[src/rtl/pin_wake_detect.sv]
module pin_wake_detect #(
  parameter int PINS  = 8,
  parameter int CNT_W = 3
) (
  input  logic              clk,
  input  logic              rst_n,
  input  logic [PINS-1:0]   pin_in,
  input  logic [4*PINS-1:0] cfg,
  input  logic [PINS-1:0]   src_clr,
  output logic              wake,
  output logic [PINS-1:0]   wake_src
);
  logic [PINS-1:0] sync1, sync2, filt, filt_d, hit;

  always_ff @(posedge clk or negedge rst_n)
    if (!rst_n) begin
      sync1 <= '0;
      sync2 <= '0;
    end else begin
      sync1 <= pin_in;
      sync2 <= sync1;
    end

  for (genvar i = 0; i < PINS; i++) begin : g_pin
    logic [1:0]       deb_code, edge_code;
    logic [CNT_W-1:0] cnt, limit;
    logic             rise, fall;

    assign deb_code  = cfg[4*i +: 2];
    assign edge_code = cfg[4*i+2 +: 2];
    assign limit     = (CNT_W'(1) << deb_code) - CNT_W'(1);

    always_ff @(posedge clk or negedge rst_n)
      if (!rst_n) begin
        filt[i] <= 1'b0;
        cnt     <= '0;
      end else if (sync2[i] == filt[i]) begin
        cnt <= '0;
      end else if (cnt >= limit) begin
        filt[i] <= sync2[i];
        cnt     <= '0;
      end else begin
        cnt <= cnt + CNT_W'(1);
      end

    assign rise = filt[i] & ~filt_d[i];
    assign fall = ~filt[i] & filt_d[i];

    always_ff @(posedge clk or negedge rst_n)
      if (!rst_n) begin
        filt_d[i] <= 1'b0;
        hit[i]    <= 1'b0;
      end else begin
        filt_d[i] <= filt[i];
        hit[i]    <= (edge_code[0] & rise) | (edge_code[1] & fall);
      end
  end

  always_ff @(posedge clk or negedge rst_n)
    if (!rst_n) begin
      wake     <= 1'b0;
      wake_src <= '0;
    end else begin
      wake     <= |hit;
      wake_src <= (wake_src & ~src_clr) | hit;
    end
endmodule

[config.mk]
export PLATFORM = sky130hd
export DESIGN_NAME = pin_wake_detect
export DESIGN_NICKNAME = d
export VERILOG_FILES = /design/src/rtl/pin_wake_detect.sv
export SDC_FILE = /design/constraint.sdc
export NUM_CORES = 1
export LEC_CHECK = 0
export BUFFER_PORTS_ARGS = -buffer_cell sky130_fd_sc_hd__buf_2
export CORE_ASPECT_RATIO = 1.2
export CORE_MARGIN = 1.5
export CORE_UTILIZATION = 50
export DETAILED_ROUTE_END_ITERATION = 10
export PLACE_DENSITY = 0.74
export SLEW_MARGIN = 10
export SYNTH_ARGS = -nofsm -noshare
export SYNTH_HDL_FRONTEND = slang
export SYNTH_SLANG_ARGS = --single-unit
[constraint.sdc]
create_clock -name clk -period 1.4 [get_ports clk]
set_input_delay 0.07 -clock clk [delete_from_list [all_inputs] [get_ports clk]]
set_output_delay 0.07 -clock clk [all_outputs]
set_load 0.01 [all_outputs]
# ---- After elaboration in Yosys (flattened, before gate mapping)
# Cells that the tools add are included.
dict set report totals {
  register_bits 73
  in_bits 50
  out_inout_bits 9
  wordCells 168
}
dict set report classes {
  n_addsub 16
  magnitude_cmp 8
  eq_ne 8
  shifts 8
  muxes 16
  n_bitwise 67
  n_reduce_logical 9
}
# cell n
set ops {}
lappend ops {{two-way mux 3 bit} 16}
lappend ops {{AND 1 bit} 32}
lappend ops {{adder 3 x 1 -> 3 bit (second input constant)} 8}
lappend ops {{>= comparator 3 bit} 8}
lappend ops {{inverter 1 bit} 24}
lappend ops {{<< shifter 1 x 2 -> 3 bit (first input constant)} 8}
lappend ops {{subtractor 3 x 2 -> 3 bit (second input constant)} 8}
lappend ops {{AND reduction 2 bit} 8}
lappend ops {{AND 8 bit} 1}
lappend ops {{== test 1 bit} 8}
lappend ops {{inverter 8 bit} 1}
lappend ops {{OR 1 bit} 8}
lappend ops {{OR 8 bit} 1}
lappend ops {{OR reduction 8 bit} 1}

# ---- Logic depth before layout (Yosys ltp)
# Gate-level depths: netlist (run 1).
dict set report depth {
  depth_word 5
  ltp_mapped 5
  mapped_depth_nobuf 5
}

# ---- Worst setup path after synthesis (run 1)
# No wires, ideal clock.
dict set report synth_timing {
  path_kind {reg2reg}
  start {register g_pin[4].cnt[2]}
  end {register filt[4]}
  setup_time_ns 0.125
  arrival_ns 1.202
  t_required_ns 1.275
  slack_ns 0.072
  path_stages_with_launch 5
  path_buffers 0
  period_less_slack_ns 1.328
  cell_sequence {dfrtp_1 ha_1 a21oi_2 o21ai_2 mux2_4}
}
dict set report synth_between {
  elab_chain_cells 2
}
# item line_no
set synth_rtl {}
lappend synth_rtl {{start, declared} 26} ;# logic [CNT_W-1:0] cnt, limit;
lappend synth_rtl {{start signal, assigned} 43} ;# cnt <= cnt + CNT_W'(1);
lappend synth_rtl {{>= comparator 3 bit} 39} ;# end else if (cnt >= limit) begin
lappend synth_rtl {{AND reduction 2 bit (no line)} n/a}
lappend synth_rtl {{end signal, assigned by index} 40} ;# filt[i] <= sync2[i];
lappend synth_rtl {{end, declared} 13} ;# logic [PINS-1:0] sync1, sync2, filt, filt_d, hit;
# No other way between the ends.
# A chain may end at the register's enable or synchronous reset.

# ---- Worst setup path in the final report (run 1)
dict set report layout_timing {
  start {register g_pin[3].cnt[1]}
  end {register filt[3]}
}
dict set report layout_between {
  elab_chain_cells 2
}
# item line_no
set layout_rtl {}
lappend layout_rtl {{start, declared} 26}
lappend layout_rtl {{start signal, assigned} 43}
lappend layout_rtl {{>= comparator 3 bit} 39}
lappend layout_rtl {{AND reduction 2 bit (no line)} n/a}
# No other way between the ends.

==> run_results.csv, run 1 <==
group,metric,value,unit
drt,vias_per_cell,4.72,
synthesis,yosysTopAreaCell,"dfrtp_1",
floorplanning,ios,59,
synthesis,synth-edff-count,0,
clock_network,clockBufferDepth,2,
clock_network,numCtsBuffers,9,
place,place_congestion,0.763,
finish,drive_gt1_share,34.0,%
clock_network,cts_tree,"done",
worst_setup_path,r2r_cells,4,
synthesis,syn_avg_cell_area,11.9,µm²
timing,period_share,98.0,%
place,dp_hpwl,3840,µm
power,p_seq_share,45.1,%
global_route,antenna_found_initial,0,
floorplanning,core,6370,µm²
synthesis,async_flop_share,100,%
synthesis,yosysTopAreaCellShare,55.8,%
timing,hold_viol_final,0,
timing,setup_violations,0,
global_route,globalRouteTotalUtil,17.4,%
job,maxCapViolations,0,
power,power_frac_comb,36.5,%
floorplanning,die_w,76.8,µm
worst_setup_path,cp_max_fo,2,
worst_setup_path,regToRegStartpoint,"g_pin[3].cnt[1]",
hold_path,min_path_type,"input port to flop",
power,switching_share,32.5,%
floorplanning,initial_core_util,51.4,%
timing,slew_viol_final,0,
drt,first_pass_iters,4,
finish,syn_to_final_growth,32.0,%
timing,whs,0.0123,ns
drt,ant_nets,0,
drt,drt_wl_total,5570,µm
worst_setup_path,endpoint_kind,"flop",
power,pwr_density_cell,1710,nW/µm²
finish,fillers,482,
power,power.share.clock,18.4,%
power,finalPower,7.39,mW
timing,worst_pin_slew,0.320,ns
clock_network,cts_max_level,3,
synthesis,netlist_area,3270,µm²
floorplanning,row_count,32,
hold_path,whs_endpoint,"wake_src[4]",
clock_network,cts_root_buf,"clkbuf_8",
drt,drc_errors,0,
clock_network,clock_sinks,73,
synthesis,ys_types,19,
clock_network,clk_pin_slew,0.07,ns
timing,skew,0.00653,ns
drt,wl_per_cell,11.7,µm
floorplanning,die_h,91.6,µm
synthesis,ys_ff_latch,73,
global_route,grt_pass1_vias,2288,
place,portBuffers,58,
global_route,grt_pass1_wl,9480,µm
global_route,grt_max_degree,59,
timing,min_period,1.37,ns
timing,max_clock_freq,729,MHz
global_route,overflow,0,
hold_path,min_path_cells,3,
worst_setup_path,crit_arrival,1.59,ns
hold_path,min_from,"src_clr[4]",
synthesis,yosys_warnings,0,
synthesis,ys_top_cells_by_area,"dfrtp_1 (56%), ha_1 (12%), inv_1 (3.7%)",
synthesis,syn_inst,276,
worst_setup_path,path_class,"flop to flop",
drt,drt_iter0_drc,52,
run_status,status,"finished, final reports clean",
clock_network,clk_latency,0.33,ns
worst_setup_path,startpoint_type,"flop",
timing,slew_headroom,78.6,%
power,p_switching,2.40,mW
power,p_int,4.99,mW
worst_setup_path,r2r-end,"filt[3]",
floorplanning,dieArea,7040,µm²
power,power.ir.vdd_worst,815,µV
synthesis,ys_seq_area_share,55.8,%
drt,vias,2249,
synthesis,synth_fp_nets,358,
worst_setup_path,required,1.62,ns
finish,diodes,0,
power,total_leakage_power,2.23,nW
finish,nNetsFinal,469,
worst_setup_path,reg2reg_slack,0.03,ns
synthesis,ys.flop_type,"dfrtp_1",
cells in the final DEF, fill, tap and decap left out, types with 10 or more instances in the layout:
cell type,netlist,final
nand2_1,25,25
buf_2,0,57
ha_1,32,26
inv_1,32,32
dlygate4sd3_1,0,28
nor2_1,24,24
clkbuf_8,0,10
dfrtp_1,73,72
buf_4,0,14
power groups by stage:
stage / sequential, mW / combinational, mW / clock (mW)
floorplan: 3.31 / 1.73 / 0
global placement: 3.35 / 2.21 / 0
detailed placement: 3.38 / 2.35 / 0
CTS: 3.34 / 2.54 / 1.42
global route: 3.45 / 3.07 / 1.52
finish: 3.33 / 2.70 / 1.36
sequential cells by signal (all words and copies together) (netlist names):
register / count
wake: 1
filt: 8
sync2: 8
g_pin.cnt: 24
wake_src: 8
filt_d: 8
sync1: 8
hit: 8
through the flow:
| stage | util [%] | setup TNS (ns) | cells | setup slack, ns | instance area (µm²) |
|---|---|---|---|---|---|
| 2_1_floorplan | - | 0 | 276 | 0.0725 | 3270 |
| 3_3_place_gp | 58.1 | 0 | 421 | 0.00784 | 3700 |
| 3_5_place_dp | 58.1 | -0.144 | 421 | -0.0297 | 3700 |
| 4_1_cts | 65.2 | 0 | 465 | 0.00372 | 4150 |
| 5_1_grt | 67.8 | -0.0316 | 476 | -0.0226 | 4320 |
| 6_report | 67.8 | 0 | 476 | 0.0276 | 4320 |
synth_stat cells (6+ instances only):
cell      instances
o211ai_1          8
dfrtp_1          73
nor2b_2           6
mux2_4            8
a21oi_2           8
nand3b_1          8
or2_2             8
ha_1             32
nor2_1           24
xnor2_1           8
a21o_1            8
nand2_1          25
xor2_1            8
o21ai_0           8
o21ai_2           6
inv_1            32
critical path: stages, from the launching register on:
cell     delay (ns)
dfrtp_1        0.40
ha_1           0.30
nand2_1        0.08
o21ai_2        0.16
mux2_4         0.31
kinds of logic (layout without fill, tap and decap cells):
kind of cell	Yosys count	after routing	share of synthesized area, %
AND/OR/NAND/NOR	75	75	11.4
flip-flops	73	73	55.8
AO/OA/AOI/OAI	40	40	8.95
adder cells (fa/ha/maj)	32	32	12.2
buffers and inverters	32	147	3.67
XOR/XNOR	16	16	4.28
multiplexers	8	8	3.67
layer usage:
layer | vias up | GRT usage, % | wire (µm) | share of wire, %
met1 | 1059 | 19.4 | 2400 | 43
met2 | 50 | 30.2 | 2790 | 50
li1 | 1128 | - | - | -
met5 | - | 0 | 0 | 0
met4 | 0 | 10.5 | 168 | 3.0
met3 | 12 | 3.78 | 214 | 3.8
cell type report:
class	count	area, µm²	area share (%)
timing repair buffer	100	691	16.0
clock buffer	11	141	3.27
sequential	73	1830	42.3
multi-input combinational	171	1410	32.7
inverter	32	120	2.78
clock inverter	4	20.0	0.463
tap	85	106	2.46
timing repair:
action,4_1_cts,5_1_grt
hold buffers,28,0
resized for setup,1,10
buffers inserted,1,11
setup endpoints to repair,2,9
endpoints found under the hold margin,94,0
pin swaps,1,17
worst max path at each step:
stage                     from      end  slack (ns)  cells past startpoint
2_1_floorplan  g_pin[4].cnt[2]  filt[4]        0.07                      4
5_1_grt        g_pin[0].cnt[0]  filt[0]       -0.02                      5
3_3_place_gp            cfg[5]  filt[1]       0.008                      6
4_1_cts        g_pin[2].cnt[2]  filt[2]       0.004                      4
6_report       g_pin[3].cnt[1]  filt[3]        0.03                      4
3_5_place_dp           cfg[21]  filt[5]       -0.03                      6
(Power assumes the default switching activity.)
==> inputs of run 2 (changes only) <==
--- a/config.mk
+++ b/config.mk
@@ -8,9 +8,10 @@
 export BUFFER_PORTS_ARGS = -buffer_cell sky130_fd_sc_hd__buf_2
 export CORE_ASPECT_RATIO = 1.2
 export CORE_MARGIN = 1.5
-export CORE_UTILIZATION = 50
+export CORE_UTILIZATION = 30
 export DETAILED_ROUTE_END_ITERATION = 10
-export PLACE_DENSITY = 0.74
+export PLACE_DENSITY = 0.48
+export RECOVER_POWER = 50
 export SLEW_MARGIN = 10
 export SYNTH_ARGS = -nofsm -noshare
 export SYNTH_HDL_FRONTEND = slang
==> run 2 against run 1 <==
Net effect:
- flip-flop and latch count did not move
- first-iteration DRC count fell by 35%
- worst hold slack got worse by 0.0097 ns
- combinational power fell by 2%
- critical path depth did not move
- maximum frequency rose by 0.57%
- core utilization fell by 25 points
==> run_results.csv, run 2 (same netlist as run 1, synthesis figures left out) <==
group,metric,value,unit
clock_network,clockBufferDepth,2,
clock_network,clock_sinks,73,
timing,whs,0.00267,ns
clock_network,clk_pin_slew,0.05,ns
place,dp_hpwl,4270,µm
finish,diodes,0,
floorplanning,ios,59,
drt,drc_errors,0,
timing,slew_headroom,45.3,%
worst_setup_path,worst_path_max_delay_cell,"dfrtp_1",
run_status,status,"finished, final reports clean",
drt,first_pass_iters,4,
finish,fillers,1005,
finish,layout_commonest_cell,"dfrtp_1",
global_route,grt_max_degree,33,
global_route,globalRouteTotalUtil,11.2,%
clock_network,cts_max_level,3,
place,dp_cells,473,
timing,skew,0.00292,ns
drt,ant_nets,0,
finish,instances_no_fill,521,
floorplanning,dieArea,11500,µm²
timing,slew_viol_final,0,
timing,worst_pin_slew,0.821,ns
floorplanning,initial_core_util,31.0,%
timing,min_period,1.36,ns
worst_setup_path,regToRegStartpoint,"g_pin[6].cnt[2]",
drt,drt_iter0_drc,34,
worst_setup_path,startpoint_type,"flop",
clock_network,cts_root_buf,"clkbuf_16",
worst_setup_path,cp_cell_sequence,"ha_4 -> nand2_1 -> o21ai_2 -> mux2_4",
clock_network,numCtsBuffers,9,
timing,period_share,97.5,%
power,pwr_density_cell,1830,nW/µm²
place,portBuffers,58,
worst_setup_path,cp-startpoint,"g_pin[6].cnt[2]",
floorplanning,core,10600,µm²
power,total_leakage_power,2.28,nW
timing,setup_violations,0,
hold_path,min_path_type,"input port to flop",
worst_setup_path,max_stage_delay,0.43,ns
floorplanning,die_h,117,µm
finish,fin_util,42.4,%
worst_setup_path,crit_arrival,1.57,ns
job,maxCapViolations,0,
drt,wl_per_cell,11.3,µm
finish,syn_to_final_growth,37.0,%
timing,hold_viol_final,0,
clock_network,cts_tree,"done",
hold_path,min_from,"cfg[3]",
global_route,overflow,0,
floorplanning,die_w,98.3,µm
drt,vias_per_cell,4.31,
worst_setup_path,path_class,"flop to flop",
finish,nNetsFinal,469,
timing,max_clock_freq,733,MHz
place,place_congestion,0.710,
power,power.ir.vdd_worst,618,µV
clock_network,clk_latency,0.32,ns
finish,layout_common_cells,"dfrtp_1 (73), buf_2 (56), inv_1 (32)",
global_route,grt_pass1_vias,2340,
global_route,grt_pass1_wl,10200,µm
finish,drive_gt1_share,34.7,%
finish,top_register,"g_pin.cnt",
finish,multiInputGateArea,1420,µm²
floorplanning,row_count,41,
global_route,antenna_found_initial,0,
drt,drt_wl_total,5870,µm
drt,vias,2244,
worst_setup_path,endpoint_kind,"flop",
finish,largest_reg_flops,24,
worst_setup_path,required,1.61,ns
worst_setup_path,cp_max_fo,2,
finish,seq_area,1830,µm²
[run 2: changes by cell type in the layout (fill, tap and decap cells not counted), moves of 2 or more]
cell,delta
clkinv_2,-2
clkbuf_1,+3
dlygate4sd3_1,-6
clkbuf_8,-9
buf_4,+5
clkbuf_16,+9
[run 2: final cells by class]
cell class | instances | area share, %
timing repair buffer | 100 | 14.8
multi-input combinational | 171 | 31.7
inverter | 32 | 2.68
clock buffer | 13 | 5.58
tap | 129 | 3.60
sequential | 73 | 40.7
clock inverter | 3 | 0.893
[run 2: critical path: cells and delay by family (launching register included)]
family	cells	cell delay, ns
mux	1	0.30
simple gates	1	0.07
fa+ha+maj	1	0.29
flops	1	0.43
compound gates	1	0.15
[run 2: path summary, 6_finish.rpt]
| check | to | slack, ns | cells after the start |
|---|---|---|---|
| setup / recovery | filt[6] | 0.04 | 4 |
| hold / removal | hit[0] | 0.003 | 3 |
| setup reg to reg | filt[6] | 0.04 | 4 |
| hold reg to reg | sync2[6] | 0.35 | 0 |
| max in group asynchronous | g_pin[7].cnt[0] | 0.27 | 3 |
| min in group asynchronous | g_pin[2].cnt[1] | 0.38 | 2 |
[run 2: power by group]
part / total [mW] / internal [mW] / switching [mW] / leakage, nW
Clock: 2.23 / 1.42 / 0.811 / 0.144
Combinational: 2.64 / 1.47 / 1.17 / 1.22
Sequential: 3.34 / 2.83 / 0.515 / 0.907
[run 2: repair_timing]
| item | CTS | global route |
|---|---|---|
| resized for setup | 2 | 8 |
| endpoints found under the hold margin | 47 | 0 |
| buffers inserted | 0 | 10 |
| hold buffers | 22 | 0 |
| endpoints found under the setup margin | 3 | 9 |
| pin swaps | 2 | 11 |
[run 2: per-stage QoR]
stage	total power, mW	area [µm²]	setup slack [ns]	setup TNS (ns)
after floorplan	5.04	3270	0.0725	0
after global placement	5.68	3810	0.000458	0
after detailed placement	5.78	3810	-0.0208	-0.0523
after CTS	8.21	4350	0.00380	0
after global routing	8.97	4480	-0.0128	-0.0292
final	8.22	4480	0.0354	0
[run 2: routing by layer]
layer	vias up	global-route usage, %	wire length, µm
li1	1134	-	-
met1	1053	13.3	2690
met2	50	18.4	2790
met3	7	3.69	298
met4	0	4.75	87
met5	-	0	0
==> inputs of run 3 (changes only) <==
--- a/config.mk
+++ b/config.mk
@@ -7,7 +7,7 @@
 export LEC_CHECK = 0
 export BUFFER_PORTS_ARGS = -buffer_cell sky130_fd_sc_hd__buf_2
 export CORE_ASPECT_RATIO = 1.2
-export CORE_MARGIN = 1.5
+export CORE_MARGIN = 2
 export CORE_UTILIZATION = 30
 export DETAILED_ROUTE_END_ITERATION = 10
 export PLACE_DENSITY = 0.48
==> constraint.sdc (replaced) <==
create_clock -name clk -period 1.4 [get_ports clk]
set_input_delay 0.35 -clock clk [delete_from_list [all_inputs] [get_ports clk]]
set_output_delay 0.35 -clock clk [all_outputs]
set_load 0.01 [all_outputs]
==> run 3 against run 2 <==
Net effect:
- clock power grew 4%
- highest routed layer unchanged
- worst setup slack gained 0.0079 ns
- register-to-register slack is essentially flat
- largest power group unchanged
- critical path depth is the same
- routed wire length shrank 3.2%
==> run_results.csv, run 3 (same netlist as run 1, synthesis figures left out) <==
group,metric,value,unit
finish,seq_area,1830,µm²
hold_path,min_path_type,"input port to flop",
drt,topRoutingLayerUsed,"met4",
place,dp_hpwl,4240,µm
place,preCtsSetupSlack,-0.219,ns
timing,whs,0.125,ns
worst_setup_path,critPathTopFamily,"flip-flops",
clock_network,cts_tree,"done",
power,power.ir.vdd_worst,554,µV
timing,period_share,96.9,%
finish,nNetsFinal,437,
drt,drt_iter0_drc,24,
floorplanning,row_count,41,
drt,vias_per_cell,4.40,
drt,ant_nets,0,
drt,first_pass_iters,4,
power,pwr_density_cell,1890,nW/µm²
timing,max_clock_freq,737,MHz
finish,layout_common_cells,"dfrtp_1 (73), buf_2 (57), inv_1 (31)",
worst_setup_path,worst_path_max_delay_cell,"dfrtp_1",
timing,min_period,1.36,ns
finish,largest_reg_flops,24,
drt,wl_per_cell,11.6,µm
worst_setup_path,crit_arrival,1.57,ns
job,maxCapViolations,0,
floorplanning,ios,59,
worst_setup_path,max_stage_delay,0.38,ns
floorplanning,core,10600,µm²
timing,setup_violations,0,
timing,setup_ws,0.0433,ns
floorplanning,die_w,99.3,µm
worst_setup_path,path_buf_inv,0,
clock_network,clk_pin_slew,0.05,ns
finish,drive_gt1_share,37.8,%
finish,layout_commonest_cell,"dfrtp_1",
timing,hold_viol_final,0,
power,finalPower,8.18,mW
floorplanning,dieArea,11800,µm²
power,total_leakage_power,2.16,nW
place,portBuffers,58,
timing,slew_viol_final,0,
worst_setup_path,required,1.61,ns
global_route,overflow,0,
floorplanning,initial_core_util,31.0,%
clock_network,clk_latency,0.33,ns
global_route,grt_max_degree,32,
place,place_congestion,0.748,
global_route,globalRouteTotalUtil,10.6,%
timing,worst_pin_slew,0.463,ns
worst_setup_path,path_class,"flop to flop",
drt,m1WireLength,2570,µm
global_route,grt_pass1_vias,2152,
drt,drt_wl_total,5680,µm
worst_setup_path,cp_max_fo,2,
run_status,status,"finished, final reports clean",
worst_setup_path,endpoint_kind,"flop",
clock_network,clock_sinks,73,
worst_setup_path,startpoint_type,"flop",
global_route,antenna_found_initial,0,
clock_network,cts_root_buf,"clkbuf_16",
timing,final.setup.tns,0,ns
timing,slew_headroom,69.2,%
clock_network,cts_max_level,3,
drt,drc_errors,0,
finish,fin_util,41.0,%
finish,multiInputGateArea,1530,µm²
global_route,grt_pass1_wl,9670,µm
finish,syn_to_final_growth,32.3,%
worst_setup_path,cp_cell_sequence,"ha_1 -> a21oi_2 -> o21ai_2 -> mux2_4",
floorplanning,die_h,118,µm
drt,dr_wl_met2,2610,µm
clock_network,clockBufferDepth,2,
clock_network,numCtsBuffers,9,
drt,vias,2152,
timing,skew,0.00510,ns
finish,top_register,"g_pin.cnt",
finish,diodes,0,
drt,met3_length,327,µm
finish,fillers,1020,
## run 3: routing by layer
metal	track usage [%]	vias to the layer above
met2	16.6	55
met3	2.78	11
met4	6.93	0
met5	0	-
li1	-	1070
met1	12.7	1016
## run 3: final cells by class
type                    count  share of cell area, %
multi-input cells         171                   35.4
well taps                 129                   3.73
clock buffers              14                   6.33
inverters                  32                   2.77
clock inverters             2                  0.809
flip-flops and latches     73                   42.2
repair buffers             68                   8.79
## run 3: report_power, final
| group | switching, mW | leakage (nW) | internal [mW] | total (mW) |
|---|---|---|---|---|
| Combinational | 1.16 | 1.10 | 1.33 | 2.49 |
| Clock | 0.804 | 0.153 | 1.52 | 2.33 |
| Sequential | 0.532 | 0.907 | 2.83 | 3.36 |
## run 3: worst paths after layout
| kind | start | to | slack (ns) | cells past startpoint |
|---|---|---|---|---|
| worst max-delay path | g_pin[3].cnt[2] | filt[3] | 0.04 | 4 |
| worst min-delay path | pin_in[4] | sync1[4] | 0.13 | 1 |
| worst max register to register | g_pin[3].cnt[2] | filt[3] | 0.04 | 4 |
| worst min register to register | sync1[4] | sync2[4] | 0.35 | 0 |
| max in group asynchronous | rst_n | filt_d[4] | 0.17 | 3 |
| min in group asynchronous | rst_n | g_pin[2].cnt[2] | 0.51 | 2 |
## run 3: repair_timing
action                                 in CTS  in global routing
setup buffers                               0                  4
gates resized for setup                     0                 11
setup endpoints to repair                   0                  8
hold buffers                                1                  0
endpoints found under the hold margin      15                  0
## run 3: per-stage QoR
stage	std cells	cell area (µm²)
floorplan	276	3390
global placement	468	3910
detailed placement	468	3910
CTS	485	4230
global route	489	4330
finish	489	4330
